--- config.mk ---
export PLATFORM = sky130hd
export DESIGN_NAME = systimer_unit
export DESIGN_NICKNAME = d
export VERILOG_FILES = /design/src/rtl/systimer_pkg.sv /design/src/rtl/systimer_stamp.sv /design/src/rtl/systimer_interval.sv /design/src/rtl/systimer_watchdog.sv /design/src/rtl/systimer_unit.sv
export SDC_FILE = /design/constraint.sdc
export NUM_CORES = 1
export LEC_CHECK = 0
export CORE_MARGIN = 3
export CORE_UTILIZATION = 61
export CTS_BUF_LIST = sky130_fd_sc_hd__clkbuf_16
export CTS_CLUSTER_SIZE = 24
export DETAILED_ROUTE_END_ITERATION = 16
export GPL_ROUTABILITY_DRIVEN = 0
export PLACE_DENSITY = 0.81
export SLEW_MARGIN = 20
export SYNTH_ARGS = -nofsm -noshare
export SYNTH_HDL_FRONTEND = slang
export SYNTH_SLANG_ARGS = --single-unit
--- constraint.sdc ---
create_clock -name clk -period 3.1 [get_ports clk]
set_input_delay 0.62 -clock clk [delete_from_list [all_inputs] [get_ports clk]]
set_output_delay 0.62 -clock clk [all_outputs]
set_load 0.01 [all_outputs]
--- src/rtl/systimer_pkg.sv ---
package systimer_pkg;

    localparam int DATA_W  = 32;
    localparam int ADDR_W  = 6;
    localparam int IDX_W   = ADDR_W - 2;
    localparam int NUM_TMR = 2;
    localparam int STAT_W  = 5;

    typedef logic [IDX_W-1:0] reg_idx_t;

    // word indices; the timers repeat in count/reload pairs from IDX_TMR_BASE
    localparam reg_idx_t IDX_TS       = reg_idx_t'(0);
    localparam int       IDX_TMR_BASE = 1;
    localparam reg_idx_t IDX_WDCNT    = reg_idx_t'(5);
    localparam reg_idx_t IDX_WDCTL    = reg_idx_t'(6);
    localparam reg_idx_t IDX_KEY      = reg_idx_t'(7);
    localparam reg_idx_t IDX_STAT     = reg_idx_t'(8);

    // status bit positions
    localparam int ST_TS   = 2;
    localparam int ST_WD   = 3;
    localparam int ST_WARM = 4;

    // control bit positions
    localparam int RLD_EN    = 0;
    localparam int RLD_SHOT  = 1;
    localparam int WCTL_RST  = 0;
    localparam int WCTL_IRQ  = 1;
    localparam int WCTL_CNT  = 2;

    localparam logic [DATA_W-1:0] WD_UNLOCK_KEY = 32'h0000_482E;

    typedef enum logic {
        TMR_IDLE,
        TMR_COUNT
    } tmr_state_e;

    typedef enum logic [1:0] {
        WD_STOP,
        WD_RUN,
        WD_FIRE
    } wd_state_e;

endpackage

--- src/rtl/systimer_stamp.sv ---
module systimer_stamp
    import systimer_pkg::*;
#(
    parameter int W = DATA_W
) (
    input  logic         clk,
    input  logic         rst_n,
    input  logic         wr_ts,
    input  logic [W-1:0] wdata,
    output logic [W-1:0] ts_val,
    output logic         wrap
);

    logic [W-1:0] ts_q;

    always_ff @(posedge clk) begin
        if (!rst_n) begin
            ts_q <= '0;
        end else if (wr_ts) begin
            ts_q <= wdata;
        end else begin
            ts_q <= ts_q + W'(1);
        end
    end

    // roll-over from all ones back to zero
    always_comb begin
        wrap   = !wr_ts && (ts_q == {W{1'b1}});
        ts_val = ts_q;
    end

endmodule

--- src/rtl/systimer_interval.sv ---
module systimer_interval
    import systimer_pkg::*;
#(
    parameter int W = DATA_W
) (
    input  logic         clk,
    input  logic         rst_n,
    input  logic         wr_cnt,
    input  logic         wr_rld,
    input  logic [W-1:0] wdata,
    output logic [W-1:0] count,
    output logic [W-1:0] rld_view,
    output logic         expire
);

    localparam int BASE_W = W - 2;

    tmr_state_e        state_q, state_d;
    logic [BASE_W-1:0] base_q;
    logic              shot_q;
    logic [W-1:0]      cnt_q;
    logic              at_zero;

    assign at_zero = (cnt_q == '0);

    // state register
    always_ff @(posedge clk) begin
        if (!rst_n) begin
            state_q <= TMR_IDLE;
        end else begin
            state_q <= state_d;
        end
    end

    // transitions: arm, disarm, single-shot done
    always_comb begin
        state_d = state_q;
        unique case (state_q)
            TMR_IDLE: begin
                if (wr_rld && wdata[RLD_EN]) begin
                    state_d = TMR_COUNT;
                end
            end
            TMR_COUNT: begin
                if (wr_rld && !wdata[RLD_EN]) begin
                    state_d = TMR_IDLE;
                end else if (!wr_rld && at_zero && shot_q) begin
                    state_d = TMR_IDLE;
                end
            end
            default: state_d = TMR_IDLE;
        endcase
    end

    // datapath: reload word and down-counter
    always_ff @(posedge clk) begin
        if (!rst_n) begin
            base_q <= '0;
            shot_q <= 1'b0;
            cnt_q  <= '0;
        end else if (wr_rld) begin
            base_q <= wdata[W-1:2];
            shot_q <= wdata[RLD_SHOT];
            if (wdata[RLD_EN]) begin
                cnt_q <= {wdata[W-1:2], 2'b00};
            end
        end else if (wr_cnt) begin
            cnt_q <= wdata;
        end else if (state_q == TMR_COUNT) begin
            if (!at_zero) begin
                cnt_q <= cnt_q - W'(1);
            end else if (!shot_q) begin
                cnt_q <= {base_q, 2'b00};
            end
        end
    end

    // outputs
    always_comb begin
        expire   = (state_q == TMR_COUNT) && !wr_rld && at_zero;
        count    = cnt_q;
        rld_view = {base_q, shot_q, state_q == TMR_COUNT};
    end

endmodule

--- src/rtl/systimer_watchdog.sv ---
module systimer_watchdog
    import systimer_pkg::*;
#(
    parameter int W = DATA_W
) (
    input  logic         clk,
    input  logic         rst_n,
    input  logic         wr_key,
    input  logic         wr_cnt,
    input  logic         wr_ctl,
    input  logic [W-1:0] wdata,
    output logic [W-1:0] count,
    output logic [W-1:0] ctl_view,
    output logic         unlocked,
    output logic         running,
    output logic         irq_en,
    output logic         expire,
    output logic         fire_start,
    output logic         reset_req
);

    wd_state_e    state_q, state_d;
    logic [W-1:0] key_q;
    logic [W-1:0] cnt_q;
    logic         rst_en_q;
    logic         irq_en_q;
    logic         open_w;
    logic         ctl_ok;
    logic         cnt_ok;

    assign open_w = (key_q == WD_UNLOCK_KEY);
    assign ctl_ok = wr_ctl && open_w;
    assign cnt_ok = wr_cnt && open_w;

    // state register
    always_ff @(posedge clk) begin
        if (!rst_n) begin
            state_q <= WD_STOP;
        end else begin
            state_q <= state_d;
        end
    end

    // transitions: start, halt, expire-quiet, expire-reset, release
    always_comb begin
        state_d = state_q;
        unique case (state_q)
            WD_STOP: begin
                if (ctl_ok && wdata[WCTL_CNT]) begin
                    state_d = WD_RUN;
                end
            end
            WD_RUN: begin
                if (ctl_ok) begin
                    state_d = wdata[WCTL_CNT] ? WD_RUN : WD_STOP;
                end else if (cnt_q == '0) begin
                    state_d = rst_en_q ? WD_FIRE : WD_STOP;
                end
            end
            WD_FIRE: begin
                state_d = (ctl_ok && wdata[WCTL_CNT]) ? WD_RUN : WD_STOP;
            end
            default: state_d = WD_STOP;
        endcase
    end

    // key, control and count registers
    always_ff @(posedge clk) begin
        if (!rst_n) begin
            key_q    <= '0;
            cnt_q    <= '0;
            rst_en_q <= 1'b0;
            irq_en_q <= 1'b0;
        end else begin
            if (wr_key) begin
                key_q <= wdata;
            end
            if (ctl_ok) begin
                rst_en_q <= wdata[WCTL_RST];
                irq_en_q <= wdata[WCTL_IRQ];
            end
            if (cnt_ok) begin
                cnt_q <= wdata;
            end else if (state_q == WD_RUN && cnt_q != '0) begin
                cnt_q <= cnt_q - W'(1);
            end
        end
    end

    // outputs
    always_comb begin
        expire     = (state_q == WD_RUN) && !ctl_ok && (cnt_q == '0);
        fire_start = expire && rst_en_q;
        reset_req  = (state_q == WD_FIRE);
        running    = (state_q == WD_RUN);
        unlocked   = open_w;
        irq_en     = irq_en_q;
        count      = cnt_q;
        ctl_view   = '0;
        ctl_view[WCTL_RST] = rst_en_q;
        ctl_view[WCTL_IRQ] = irq_en_q;
        ctl_view[WCTL_CNT] = running;
    end

endmodule

--- src/rtl/systimer_unit.sv ---
module systimer_unit
    import systimer_pkg::*;
#(
    parameter int W  = DATA_W,
    parameter int AW = ADDR_W
) (
    input  logic          clk,
    input  logic          rst_n,
    input  logic          wr_en,
    input  logic          rd_en,
    input  logic [AW-1:0] addr,
    input  logic [W-1:0]  wdata,
    output logic [W-1:0]  rdata,
    output logic          irq_t1,
    output logic          irq_t2,
    output logic          irq_ts,
    output logic          irq_wdg,
    output logic          reset_req
);

    reg_idx_t            widx;
    logic [W-1:0]        ts_val;
    logic                ts_wrap;
    logic [W-1:0]        tmr_cnt [NUM_TMR];
    logic [W-1:0]        tmr_rld [NUM_TMR];
    logic [NUM_TMR-1:0]  tmr_exp;
    logic [W-1:0]        wd_count;
    logic [W-1:0]        wd_ctl_view;
    logic                wd_unlocked;
    logic                wd_running;
    logic                wd_irq_en;
    logic                wd_expire;
    logic                wd_fire_start;
    logic [STAT_W-1:0]   status_q;
    logic [STAT_W-1:0]   stat_set;
    logic [STAT_W-1:0]   stat_clr;
    logic [W-1:0]        rd_nxt;

    assign widx = addr[AW-1:2];

    systimer_stamp #(.W(W)) u_stamp (
        .clk    (clk),
        .rst_n  (rst_n),
        .wr_ts  (wr_en && widx == IDX_TS),
        .wdata  (wdata),
        .ts_val (ts_val),
        .wrap   (ts_wrap)
    );

    for (genvar g = 0; g < NUM_TMR; g++) begin : g_tmr
        systimer_interval #(.W(W)) u_tmr (
            .clk      (clk),
            .rst_n    (rst_n),
            .wr_cnt   (wr_en && widx == reg_idx_t'(IDX_TMR_BASE + 2*g)),
            .wr_rld   (wr_en && widx == reg_idx_t'(IDX_TMR_BASE + 2*g + 1)),
            .wdata    (wdata),
            .count    (tmr_cnt[g]),
            .rld_view (tmr_rld[g]),
            .expire   (tmr_exp[g])
        );
    end

    systimer_watchdog #(.W(W)) u_wdog (
        .clk        (clk),
        .rst_n      (rst_n),
        .wr_key     (wr_en && widx == IDX_KEY),
        .wr_cnt     (wr_en && widx == IDX_WDCNT),
        .wr_ctl     (wr_en && widx == IDX_WDCTL),
        .wdata      (wdata),
        .count      (wd_count),
        .ctl_view   (wd_ctl_view),
        .unlocked   (wd_unlocked),
        .running    (wd_running),
        .irq_en     (wd_irq_en),
        .expire     (wd_expire),
        .fire_start (wd_fire_start),
        .reset_req  (reset_req)
    );

    // status: events set, write-one clears, set wins
    always_comb begin
        stat_set = '0;
        for (int i = 0; i < NUM_TMR; i++) begin
            stat_set[i] = tmr_exp[i];
        end
        stat_set[ST_TS]   = ts_wrap;
        stat_set[ST_WD]   = wd_expire;
        stat_set[ST_WARM] = wd_fire_start;
        stat_clr = (wr_en && widx == IDX_STAT) ? wdata[STAT_W-1:0] : '0;
    end

    always_ff @(posedge clk) begin
        if (!rst_n) begin
            status_q <= '0;
        end else begin
            status_q <= (status_q & ~stat_clr) | stat_set;
        end
    end

    // read mux
    always_comb begin
        rd_nxt = '0;
        if (widx == IDX_TS)    rd_nxt = ts_val;
        if (widx == IDX_WDCNT) rd_nxt = wd_count;
        if (widx == IDX_WDCTL) rd_nxt = wd_ctl_view;
        if (widx == IDX_KEY)   rd_nxt = W'(wd_unlocked);
        if (widx == IDX_STAT)  rd_nxt = W'(status_q);
        for (int i = 0; i < NUM_TMR; i++) begin
            if (widx == reg_idx_t'(IDX_TMR_BASE + 2*i))     rd_nxt = tmr_cnt[i];
            if (widx == reg_idx_t'(IDX_TMR_BASE + 2*i + 1)) rd_nxt = tmr_rld[i];
        end
    end

    always_ff @(posedge clk) begin
        if (!rst_n) begin
            rdata <= '0;
        end else if (rd_en) begin
            rdata <= rd_nxt;
        end
    end

    always_comb begin
        irq_t1  = status_q[0];
        irq_t2  = status_q[1];
        irq_ts  = status_q[ST_TS];
        irq_wdg = status_q[ST_WD] && wd_irq_en;
    end

endmodule

==> metrics.cfg, run 1 <==
[place]
io_buffers=76
place_worst_setup_slack_ns=0.06928
postPlaceCellArea_um2=15770
dp_hpwl_um=36590
dp_cells=2198

[cts]
post_cts_buffers=0
worstSkewPairLatency_ns=0.56
cts.clk_slew.worst_paths_ns=0.06
cts_buffers=28
hold_buffers=0
clk_path_buf_depth=3
cts-root-buf=clkbuf_16
cts_max_level=1
cts_resized=0
cts_tree=yes
cts_sinks=265

[synth]
synth_edf_count=0
seq_area_frac_synth_pct=36.34
ys_ff_latch=265
syn_nets=1940
synthArstFlopShare_pct=0
synth.cell_area_um2=14600
netlist_instances=1891
yosys_warnings=0
avgSynthCellArea_um2=7.719
synthFlopType=dfxtp_1
synth_cell_types=86

[floorplanning]
die_h_um=160.7
ios=79
core_area_um2=23050
num_rows=55
fp.dieArea_um2=25820
start_util_pct=63.32
fp.dieW_um=160.7

[drt]
postRouteWirelength_um=50080
firstDrtPassIters=10
wl_per_cell_um=22.28
ant_nets=0
remaining_drc_errors=0
num_vias=15330
drt_iter0_drc=2537
viasPerCell=6.820

[setup_path]
cp-startpoint=g_tmr[1].u_tmr.count[0]
cp.arrival_ns=3.27
crit_family=compound AO/OA/AOI/OAI gates
cp.buffers_inverters=2
critPathCaptureType=flop
reg2reg_from=g_tmr[1].u_tmr.count[0]
cp_slowest_cell=o41ai_1
crit_chain=inv_1, ha_1, nor4b_1, buf_4, nand4b_1, o41ai_1, a21oi_1, o311ai_0, o31ai_1
critPathMaxStageDelay_ns=0.70
worst-setup-path-type=reg -> reg
r2r-end=g_tmr[1].u_tmr.count[25]
r2r_cells=9
crit_fanout=6
r2r_setup_slack_ns=0.26
startpoint_type=flop
worstPathRequired_ns=3.53

[layout]
nets=1964
final-instance-count-excl-fill=2248
n_antenna_cell=0
layout-drive-gt1-share_pct=10.34
layout_common_cells=nand2_1, dfxtp_1, a21oi_1
finalInstanceArea_um2=16630
area_delta_synth_final_pct=13.92
layout_commonest_cell=nand2_1

[hold_path]
hold_depth=2
hold_end=u_wdog.key_q[11]
hold_start=u_wdog.key_q[11]
hold_path_class=reg -> reg

[power]
p_int_w=0.006078
p_comb_share_pct=22.3
switching_share_pct=30.81
peakVddDrop_v=0.0004162
power_w=0.008784
net-switching-power_w=0.002707
pwr-share-clk_pct=36.4
p_seq_share_pct=41.3
power_density_nw_per_um2=528.3
leakage_nw=5.701

[global_routing]
grtUsageTotal_pct=36.97
antenna_found_initial=0
grt_pass1_wl_um=76940
grt_max_degree=64
grt_pass1_vias=13740
gr-total-overflow=0

[sta]
tightest_slew_ns=0.7850
clock_skew_ns=0.02208
finalSetupViolations=0
setup_slack_ns=0.2625
final_hold_viol_count=0
tns_ns=0
fin_crit_sh_pct=91.53
slew_viol_final=0
rsz0062_at_grt=false
slew_headroom_pct=46.98
fmax_ghz=0.3524
layout_min_cycle_time_ns=2.838

[job]
maxCapViolCount=0

[status]
status=finished clean

==> Yosys cell counts (9+ instances only) <==
cell type | count | share of area [%]
and4_1 | 10 | 0.60
clkbuf_1 | 127 | 3.3
or3_1 | 24 | 1.0
nor2_1 | 120 | 3.1
dfxtp_1 | 265 | 36
nor4_1 | 40 | 1.7
and3_1 | 9 | 0.39
a211oi_1 | 25 | 1.3
a31oi_1 | 62 | 2.7
nand2_1 | 363 | 9.3
buf_2 | 14 | 0.48
a22o_1 | 27 | 1.6
a222oi_1 | 27 | 1.9
a211o_1 | 9 | 0.54
a21oi_1 | 155 | 5.3
xnor2_1 | 72 | 4.3
or4_1 | 14 | 0.72
o211ai_1 | 23 | 1.2
nand3_1 | 38 | 1.3
nand4_1 | 16 | 0.69
o21ai_0 | 147 | 5.0
o31ai_1 | 11 | 0.57
nor3_1 | 44 | 1.5
mux2_2 | 29 | 2.2
inv_1 | 13 | 0.33
xor2_1 | 23 | 1.4
==> power groups by stage <==
| stage | Combinational (W) | Sequential [W] | Clock, W |
|---|---|---|---|
| 4_1_cts | 0.00189 | 0.00362 | 0.00321 |
| 3_5_place_dp | 0.00188 | 0.00369 | 0 |
| 5_1_grt | 0.00210 | 0.00363 | 0.00335 |
| 2_1_floorplan | 0.00134 | 0.00366 | 0 |
| 3_3_place_gp | 0.00184 | 0.00369 | 0 |
| 6_report | 0.00196 | 0.00363 | 0.00320 |
==> cell type report <==
| class | instances | area, um^2 |
|---|---|---|
| Inverter | 14 | 55.05 |
| Sequential cell | 265 | 5305 |
| Multi-Input combinational cell | 1451 | 8608 |
| Clock buffer | 28 | 700.7 |
| Tap cell | 313 | 391.6 |
| Clock inverter | 22 | 158.9 |
| Timing Repair Buffer | 155 | 1409 |
| Fill cell | 1836 | 6425 |
==> stage by stage <==
stage | util, % | hold WS, ns
floorplan | - | 0.4311
global placement | 68.40 | 0.4385
detailed placement | 68.40 | 0.4455
CTS | 72.13 | 0.4535
global route | 72.13 | 0.4694
finish | 72.13 | 0.4523
==> routing by layer <==
layer | up-vias | track usage [%] | wire (um)
met2 | 1055 | 54.30 | 20910
met1 | 7159 | 52.01 | 19000
li1 | 6943 | - | -
met4 | 0 | 13.14 | 2118
met3 | 174 | 10.55 | 8058
met5 | - | 0 | 0
==> worst max-delay path by stage <==
stage                                    end  slack [ns]  cells after the start
floorplan            g_tmr[1].u_tmr.count[7]        0.55                      9
global placement             u_wdog.count[2]        0.17                     11
detailed placement          u_wdog.count[15]        0.07                     11
CTS                         u_wdog.count[31]        0.32                      6
global route         g_tmr[1].u_tmr.count[9]        0.13                     10
finish              g_tmr[1].u_tmr.count[25]        0.26                      9
==> flip-flops by register name, summed over array words and instances, names as in the netlist, 5 cells and up <==
register	flops
g_tmr.u_tmr.count	64
g_tmr.u_tmr.base_q	60
rdata	32
u_stamp.ts_val	32
u_wdog.count	32
u_wdog.key_q	32
status_q	5
==> worst reg2reg max path, cell delays in order, from the launching register on <==
cell and delay, ns:
dfxtp_1 0.37, inv_1 0.11, ha_1 0.22, nor4b_1 0.26
buf_4 0.18, nand4b_1 0.21, o41ai_1 0.70, a21oi_1 0.35
o311ai_0 0.19, o31ai_1 0.12
==> cell families (layout without fill, tap and decap cells) <==
group,after synthesis,after routing,share of synthesized area (%)
xor gates and xnor gates,95,95,5.700
muxes,34,34,2.580
DFF,265,265,36.34
AOI/OAI and AO/OA,562,562,24.60
buffers and inverters,175,219,5.006
and+or+nand+nor,753,753,25.17
adders and majority gates,7,7,0.6000
Note: power is estimated with default switching activity, not from simulation.
==> run 2, diff against run 1 <==
--- a/config.mk
+++ b/config.mk
@@ -12,7 +12,6 @@
 export DETAILED_ROUTE_END_ITERATION = 16
 export GPL_ROUTABILITY_DRIVEN = 0
 export PLACE_DENSITY = 0.81
-export SLEW_MARGIN = 20
 export SYNTH_ARGS = -nofsm -noshare
 export SYNTH_HDL_FRONTEND = slang
 export SYNTH_SLANG_ARGS = --single-unit
==> results of run 2 <==
Final layout, timing and power as in run 1 (identical DEF).
